$ cat config.mk
export PLATFORM = sky130hd
export DESIGN_NAME = lvl_irq_router
export DESIGN_NICKNAME = d
export VERILOG_FILES = /design/src/rtl/irq_route_pkg.sv /design/src/rtl/irq_route_ctrl.sv /design/src/rtl/irq_route_dp.sv /design/src/rtl/lvl_irq_router.sv
export SDC_FILE = /design/constraint.sdc
export NUM_CORES = 1
export LEC_CHECK = 0
export BUFFER_PORTS_ARGS = -buffer_cell sky130_fd_sc_hd__buf_2
export CORE_MARGIN = 4
export CORE_UTILIZATION = 55
export CTS_BUF_LIST = sky130_fd_sc_hd__clkbuf_4 sky130_fd_sc_hd__clkbuf_8 sky130_fd_sc_hd__clkbuf_16
export DETAILED_ROUTE_END_ITERATION = 10
export GPL_TIMING_DRIVEN = 0
export PLACE_DENSITY = 0.89
export SYNTH_ARGS = -nofsm -noshare
export SYNTH_HDL_FRONTEND = slang
export SYNTH_HIERARCHICAL = 1
export SYNTH_SLANG_ARGS = --single-unit
$ cat constraint.sdc
create_clock -name clk -period 1.77 [get_ports clk]
set_clock_uncertainty 0.2 [all_clocks]
set_input_delay 0.0885 -clock clk [delete_from_list [all_inputs] [get_ports clk]]
set_output_delay 0.0885 -clock clk [all_outputs]
set_load 0.02 [all_outputs]
$ cat src/rtl/irq_route_pkg.sv
package irq_route_pkg;
  localparam int unsigned IRQ_SRC_N = 32;
  localparam int unsigned IRQ_OUT_N = 15;
  localparam int unsigned FIELD_W = 4;
  localparam int unsigned BUS_DW = 32;
  localparam int unsigned BUS_AW = 8;
  localparam int unsigned FIELDS_PER_WORD = BUS_DW / FIELD_W;
  localparam int unsigned ROUTE_WORDS = IRQ_SRC_N / FIELDS_PER_WORD;
  localparam int unsigned ROUTE_IDX_W = (ROUTE_WORDS > 1) ? $clog2(ROUTE_WORDS) : 1;

  localparam logic [BUS_AW-1:0] OFS_MASK   = 8'h00;
  localparam logic [BUS_AW-1:0] OFS_STAT   = 8'h04;
  localparam logic [BUS_AW-1:0] OFS_ROUTE0 = 8'h08;

  typedef enum logic [1:0] {
    RD_NONE  = 2'd0,
    RD_MASK  = 2'd1,
    RD_STAT  = 2'd2,
    RD_ROUTE = 2'd3
  } rd_sel_e;

  typedef struct packed {
    logic                   wrMask;
    logic [ROUTE_WORDS-1:0] wrRoute;
    logic                   rdEn;
    rd_sel_e                rdSel;
    logic [ROUTE_IDX_W-1:0] rdWord;
  } reg_strobe_t;
endpackage

$ cat src/rtl/irq_route_ctrl.sv
module irq_route_ctrl
  import irq_route_pkg::*;
(
  input  logic [BUS_AW-1:0] busAddr,
  input  logic              busWr,
  input  logic              busRd,
  output reg_strobe_t       strobe
);
  localparam logic [BUS_AW-1:0] ROUTE_END = BUS_AW'(OFS_ROUTE0 + 4 * ROUTE_WORDS);

  logic                   aligned;
  logic                   hitMask;
  logic                   hitStat;
  logic                   hitRoute;
  logic [ROUTE_IDX_W-1:0] routeIdx;

  always_comb begin
    aligned  = (busAddr[1:0] == 2'b00);
    hitMask  = aligned && (busAddr == OFS_MASK);
    hitStat  = aligned && (busAddr == OFS_STAT);
    hitRoute = aligned && (busAddr >= OFS_ROUTE0) && (busAddr < ROUTE_END);
    routeIdx = ROUTE_IDX_W'((busAddr - OFS_ROUTE0) >> 2);
  end

  always_comb begin
    strobe = '0;
    strobe.rdSel = RD_NONE;
    if (busWr) begin
      strobe.wrMask = hitMask;
      if (hitRoute) strobe.wrRoute[routeIdx] = 1'b1;
    end
    if (busRd) begin
      strobe.rdEn   = 1'b1;
      strobe.rdWord = routeIdx;
      if (hitMask)       strobe.rdSel = RD_MASK;
      else if (hitStat)  strobe.rdSel = RD_STAT;
      else if (hitRoute) strobe.rdSel = RD_ROUTE;
      else               strobe.rdSel = RD_NONE;
    end
  end
endmodule

$ cat src/rtl/irq_route_dp.sv
module irq_route_dp
  import irq_route_pkg::*;
(
  input  logic                 clk,
  input  logic                 rstN,
  input  reg_strobe_t          strobe,
  input  logic [BUS_DW-1:0]    busWrData,
  input  logic [IRQ_SRC_N-1:0] srcLevel,
  output logic [BUS_DW-1:0]    busRdData,
  output logic [IRQ_OUT_N-1:0] irqOut
);
  logic [IRQ_SRC_N-1:0]                maskQ;
  logic [ROUTE_WORDS-1:0][BUS_DW-1:0]  routeQ;
  logic [IRQ_SRC_N-1:0][FIELD_W-1:0]   fieldOf;
  logic [IRQ_OUT_N-1:0][IRQ_SRC_N-1:0] routedTo;
  logic [IRQ_OUT_N-1:0]                hitNext;
  logic [IRQ_SRC_N-1:0]                liveSrc;

  always_ff @(posedge clk or negedge rstN) begin
    if (!rstN) maskQ <= '0;
    else if (strobe.wrMask) maskQ <= busWrData[IRQ_SRC_N-1:0];
  end

  for (genvar w = 0; w < ROUTE_WORDS; w++) begin : g_route_word
    always_ff @(posedge clk or negedge rstN) begin
      if (!rstN) routeQ[w] <= '0;
      else if (strobe.wrRoute[w]) routeQ[w] <= busWrData;
    end
  end

  // Source i lives in word (last - i/FIELDS_PER_WORD), nibble i mod FIELDS_PER_WORD
  for (genvar i = 0; i < IRQ_SRC_N; i++) begin : g_field
    assign fieldOf[i] =
      routeQ[ROUTE_WORDS-1-(i/FIELDS_PER_WORD)][FIELD_W*(i%FIELDS_PER_WORD) +: FIELD_W];
  end

  assign liveSrc = srcLevel & maskQ;

  for (genvar k = 0; k < IRQ_OUT_N; k++) begin : g_line
    for (genvar i = 0; i < IRQ_SRC_N; i++) begin : g_src
      assign routedTo[k][i] = (fieldOf[i] == FIELD_W'(k + 1));
    end
    assign hitNext[k] = |(liveSrc & routedTo[k]);
  end

  always_ff @(posedge clk or negedge rstN) begin
    if (!rstN) irqOut <= '0;
    else irqOut <= hitNext;
  end

  always_ff @(posedge clk or negedge rstN) begin
    if (!rstN) busRdData <= '0;
    else if (strobe.rdEn) begin
      case (strobe.rdSel)
        RD_MASK:  busRdData <= BUS_DW'(maskQ);
        RD_STAT:  busRdData <= BUS_DW'(srcLevel);
        RD_ROUTE: busRdData <= routeQ[strobe.rdWord];
        default:  busRdData <= '0;
      endcase
    end
  end

  p_line_needs_source_r7: assert property (@(posedge clk) disable iff (!rstN)
    (irqOut != '0) |-> $past(|(srcLevel & maskQ)));

  p_unrouted_quiet_r5: assert property (@(posedge clk) disable iff (!rstN)
    (routeQ == '0) |=> (irqOut == '0));

  p_mask_hold_r11: assert property (@(posedge clk) disable iff (!rstN)
    !strobe.wrMask |=> $stable(maskQ));

  p_route_hold_r11: assert property (@(posedge clk) disable iff (!rstN)
    (strobe.wrRoute == '0) |=> $stable(routeQ));

  p_unmapped_read_zero_r10: assert property (@(posedge clk) disable iff (!rstN)
    (strobe.rdEn && strobe.rdSel == RD_NONE) |=> (busRdData == '0));

  p_rd_hold_r12: assert property (@(posedge clk) disable iff (!rstN)
    !strobe.rdEn |=> $stable(busRdData));
endmodule

$ cat src/rtl/lvl_irq_router.sv
module lvl_irq_router
  import irq_route_pkg::*;
(
  input  logic                 clk,
  input  logic                 rstN,
  input  logic [IRQ_SRC_N-1:0] srcLevel,
  input  logic [BUS_AW-1:0]    busAddr,
  input  logic                 busWr,
  input  logic [BUS_DW-1:0]    busWrData,
  input  logic                 busRd,
  output logic [BUS_DW-1:0]    busRdData,
  output logic [IRQ_OUT_N-1:0] irqOut
);
  reg_strobe_t strobe;

  irq_route_ctrl uCtrl (
    .busAddr (busAddr),
    .busWr   (busWr),
    .busRd   (busRd),
    .strobe  (strobe)
  );

  irq_route_dp uDp (
    .clk       (clk),
    .rstN      (rstN),
    .strobe    (strobe),
    .busWrData (busWrData),
    .srcLevel  (srcLevel),
    .busRdData (busRdData),
    .irqOut    (irqOut)
  );
endmodule

==> reports/metrics.yaml, run 1 <==
status: "aborted with a tool error"
haltStage: "global routing (5_1_grt)"
firstError: "[ERROR GRT-0232] Routing congestion too high. Check the congestion heatmap in the GUI."
synth-main-ff-cell: "dfrtp_1"
synth_area_mm2: 0.0131
rows: 56
dp_cells: 1724
postGrtWorstEndpoint: "uDp/irqOut[1]$_DFF_PN0_/D"
ys_async_sr_fraction_pct: 100
grt.total_usage_pct: 68.4
grt_max_degree: 111
synth-seq-cells: 207
die_w_um: 163
ctsHtreeMaxLevel: 1
routabilityCongestion: 1.37
synth_seq_area_share_pct: 39.4
place.detailed.hpwl_um: 53700
cts_made_buffers: 23
clock-sinks: 207
synth_edf_count: 0
clockRootBuffer: "clkbuf_16"
overflow: 13
synth_cell_type_count: 48
syn_area_per_cell_um2: 10.2
ios: 123
start_util_pct: 56.0
die_h_um: 163
synth_fp_nets: 1359
worst-ep-kind: "sequential cell input"
yosys_warnings: 6
cts_buffer_depth: 3
io_buffers: 121
syn_inst: 1283
[synthesized netlist by cell type (2+ instances only)]
master     count  area (um^2)
a2111oi_2      2         30.0
a21oi_1       32          160
a22oi_1       32          240
and4_1         4         35.0
buf_1         17         63.8
buf_2          4         20.0
buf_4          3         22.5
clkbuf_1      30          113
dfrtp_1      207         5180
inv_1          4         15.0
mux2_2       191         2150
mux4_2        31          698
nand2_1       58          218
nand2b_1      62          388
nand3_1        7         35.0
nand3b_1       2         15.0
nand4_1       46          288
nand4b_1      63          552
nand4bb_1      4         45.0
nor2_1        60          225
nor2b_1        4         25.0
nor3_1        98          490
nor4_1       122          763
o21ai_0        8         40.0
o22a_1         4         35.0
o22ai_1      138          863
o32ai_1        7         61.3
or2_2          7         43.8
or2b_1         2         15.0
or3_1          6         37.5
or4_1         10         75.1
or4bb_1        2         22.5
[cell families after synthesis]
| family | after synthesis | share of synthesized area, % |
|---|---|---|
| AOI/OAI and AO/OA | 229 | 11.3 |
| buffers and inverters | 59 | 1.87 |
| DFF | 207 | 39.4 |
| muxes | 223 | 21.9 |
| and+or+nand+nor | 565 | 25.5 |
[stage by stage]
stage	setup WS (ps)	cell area [um^2]	hold WS, ps	util [%]	setup TNS (ps)
after CTS	-388	18800	23.1	80.1	-6440
after detailed placement	-1360	15200	-25.1	64.7	-118490
after floorplan	-373	14100	-407	-	-39770
after global placement	-2830	15200	174	64.6	-683850
[what timing repair did]
action | 4_1_cts
setup buffers | 126
gates resized for setup | 332
pin swaps | 91
endpoints found under the setup margin | 88
hold endpoints to repair | 289
hold buffers | 65
cloned | 5
[metal layers]
metal,GRT usage (%),overflow
met4,60.4,10
met5,33.1,0
met3,51.0,0
met2,85.5,3
met1,71.6,0
==> run 2, diff against run 1 <==
--- a/config.mk
+++ b/config.mk
@@ -7,11 +7,10 @@
 export LEC_CHECK = 0
 export BUFFER_PORTS_ARGS = -buffer_cell sky130_fd_sc_hd__buf_2
 export CORE_MARGIN = 4
-export CORE_UTILIZATION = 55
-export CTS_BUF_LIST = sky130_fd_sc_hd__clkbuf_4 sky130_fd_sc_hd__clkbuf_8 sky130_fd_sc_hd__clkbuf_16
+export CORE_UTILIZATION = 40
 export DETAILED_ROUTE_END_ITERATION = 10
 export GPL_TIMING_DRIVEN = 0
-export PLACE_DENSITY = 0.89
+export PLACE_DENSITY_LB_ADDON = 0.15
 export SYNTH_ARGS = -nofsm -noshare
 export SYNTH_HDL_FRONTEND = slang
 export SYNTH_HIERARCHICAL = 1
==> constraint.sdc (replaced) <==
create_clock -name clk -period 2.3 [get_ports clk]
set_clock_uncertainty 0.2 [all_clocks]
set_input_delay 0.115 -clock clk [delete_from_list [all_inputs] [get_ports clk]]
set_output_delay 0.115 -clock clk [all_outputs]
set_load 0.02 [all_outputs]
==> run 2 against run 1 <==
- the flow now finishes, with violations (negative hold slack, negative setup slack)
- synthesized cell count did not move
- synthesized area did not move
==> reports/metrics.yaml, run 2 <==
routabilityCongestion: 1.12
io_buffers: 121
synth_fp_nets: 1359
grt_pass1_wl_um: 113000
die_w_um: 189
intPower_uw: 6390
clk_pin_slew_worst_paths_ps: 60
routed_wl_um: 84200
setup_violations: 34
ctsHtreeMaxLevel: 1
mostFrequentLayoutCells: "mux2_2, dfrtp_1, o22ai_1, buf_2, nor3_1"
largest_reg_flops: 128
p_leak_uw: 0.00677
yosys.area.top_type_share_pct: 39.4
fillers: 2860
ios: 123
p_sw_share_pct: 29.6
synth_cell_type_count: 48
synthXorXnorAreaFrac_pct: 0
wl_met2_um: 35400
p_seq_share_pct: 46.5
tightest_slew_ps: 1100
ys_async_sr_fraction_pct: 100
fin_cells: 2021
report.final.hold_viol_count: 20
grt_pass1_vias: 13918
die_h_um: 189
yosys_warnings: 6
finalCritPeriodShare_pct: 109
crit_path_end_kind: "register"
cp.arrival_ps: 2710
worstPathRequired_ps: 2500
synthAdderAreaFrac_pct: 0
rows: 66
cts_made_buffers: 23
syn_area_per_cell_um2: 10.2
synth_top_family_by_area: "simple AND/OR/NAND/NOR gates"
regArea_mm2: 0.00522
yosysMostFrequentCell: "dfrtp_1"
final_nets: 1637
die_area_mm2: 0.0358
fmax_mhz: 399
area_growth_pct: 28.1
relSlewSlack_pct: 25.4
power.switching_uw: 2680
synth_top_cells_by_area: "dfrtp_1, mux2_2, o22ai_1"
synth-main-ff-cell: "dfrtp_1"
grt.total_usage_pct: 45.4
clockRootBuffer: "clkbuf_16"
hold_slack_ps: -35.0
status: "complete, but fails checks"
power.density_mw_per_mm2: 539
coreArea_mm2: 0.0325
dr.max_layer_used: "met5"
worstSetupPathType: "register to register"
peakVddDrop_v: 0.000738
start_util_pct: 40.5
via_count: 15106
multi_input_area_mm2: 0.00816
pre_cts_slack_ps: -923
first_pass_iters: 5
cp-start-kind: "register"
antenna_found_initial: 5
synth-seq-cells: 207
final_common_cell: "mux2_2"
drv_cap: 0
synth_area_mm2: 0.0131
finalWorstSetupSlack_ps: -206
overflow: 0
clk_latency_ps: 550
place.detailed.hpwl_um: 67000
synth_edf_count: 0
vias_per_cell: 7.47
final.min_clock_period_ps: 2510
synth.largest_area_cell: "dfrtp_1"
wl_met1_um: 30300
syn_inst: 1283
cts_buffer_depth: 3
hp-class: "input port to asynchronous set/reset pin"
first_iter_violations: 2805
p_clk_share_pct: 40.9
clock-sinks: 207
drive_above_1_share_pct: 38.7
synth_compound_area_share_pct: 11.3
synthTopCellsByCount: "dfrtp_1, mux2_2, o22ai_1, nor4_1, nor3_1"
wl_per_cell_um: 41.6
met3_length_um: 10800
utilization_pct: 51.9
dp_cells: 1847
p_total_uw: 9070
grt_max_degree: 127
combPwrFrac_pct: 12.6
yosys-mux-area-fraction_pct: 21.9
path_max_fanout: 9
final_max_slew_viol_count: 0
drc: 0
cts_tree: "done"
synthSimpleGateAreaFrac_pct: 25.5
synth_seq_area_share_pct: 39.4
ant_nets: 0
rsz0062_at_grt: "true"
violations: "negative hold slack, negative setup slack"
## run 2: cell counts after synthesis
Identical to the previous run, type by type.
## run 2: cells by family after synthesis
group           after synthesis
buf+inv                      59
compound gates              229
mux                         223
flops                       207
simple gates                565
## run 2: worst max-delay path, cell delays in order (launching register included)
cell	delay (ps)
dfrtp_1	340
clkbuf_4	190
nand4b_1	250
nor3_1	100
nor4_2	540
nand4_1	230
or4_4	520
## run 2: worst paths after layout
path,from,end,slack (ps),cells past startpoint
min reg2reg,uDp/busRdData[28],uDp/busRdData[28],320,2
max reg2reg,uDp/fieldOf[76],uDp/irqOut[1],-210,6
max,uDp/fieldOf[76],uDp/irqOut[1],-210,6
min in group clk,srcLevel[1],uDp/busRdData[1],10,4
min,rstN,uDp/maskQ[26],-30,2
max in group asynchronous,rstN,uDp/fieldOf[116],800,3
## run 2: layout make-up
cell class / count / area share, %
antenna: 2 / 0.0297
inverter: 4 / 0.0892
timing repair buffer: 255 / 10.9
clock inverter: 11 / 0.572
tap: 442 / 3.29
clock buffer: 30 / 3.81
multi-input combinational: 1017 / 48.5
sequential: 207 / 31.0
buffer: 53 / 1.86
## run 2: layer usage
metal	track usage [%]	vias up
li1	-	5798
met1	59.7	7463
met2	68.2	1492
met3	10.8	347
met4	27.2	6
met5	2.34	-
## run 2: timing repair
| action | 4_1_cts | 5_1_grt |
|---|---|---|
| hold buffers | 61 | 0 |
| endpoints found under the hold margin | 294 | 0 |
| buffers inserted | 34 | 38 |
| pin swaps | 17 | 18 |
| cloned | 0 | 0 |
| endpoints found under the setup margin | 187 | 65 |
| resized for setup | 90 | 70 |
## run 2: metrics by stage
stage | area (um^2) | hold slack, ps | TNS [ps]
floorplan | 13200 | -381 | -10.5
global placement | 14400 | 195 | -580150
detailed placement | 14400 | -55.4 | -119560
CTS | 16400 | 2.60 | -220
global route | 16800 | 15.1 | -155
finish | 16800 | -35.0 | -1290
## run 2: power by group through the flow
| stage | Sequential (uW) | Combinational, uW | Clock [uW] |
|---|---|---|---|
| finish | 4220 | 1140 | 3700 |
| global route | 4220 | 1190 | 3850 |
| CTS | 4170 | 1090 | 3680 |
| detailed placement | 4230 | 993 | 0 |
| global placement | 4210 | 956 | 0 |
| floorplan | 4130 | 459 | 0 |
Power figures use the tool's default switching activity.
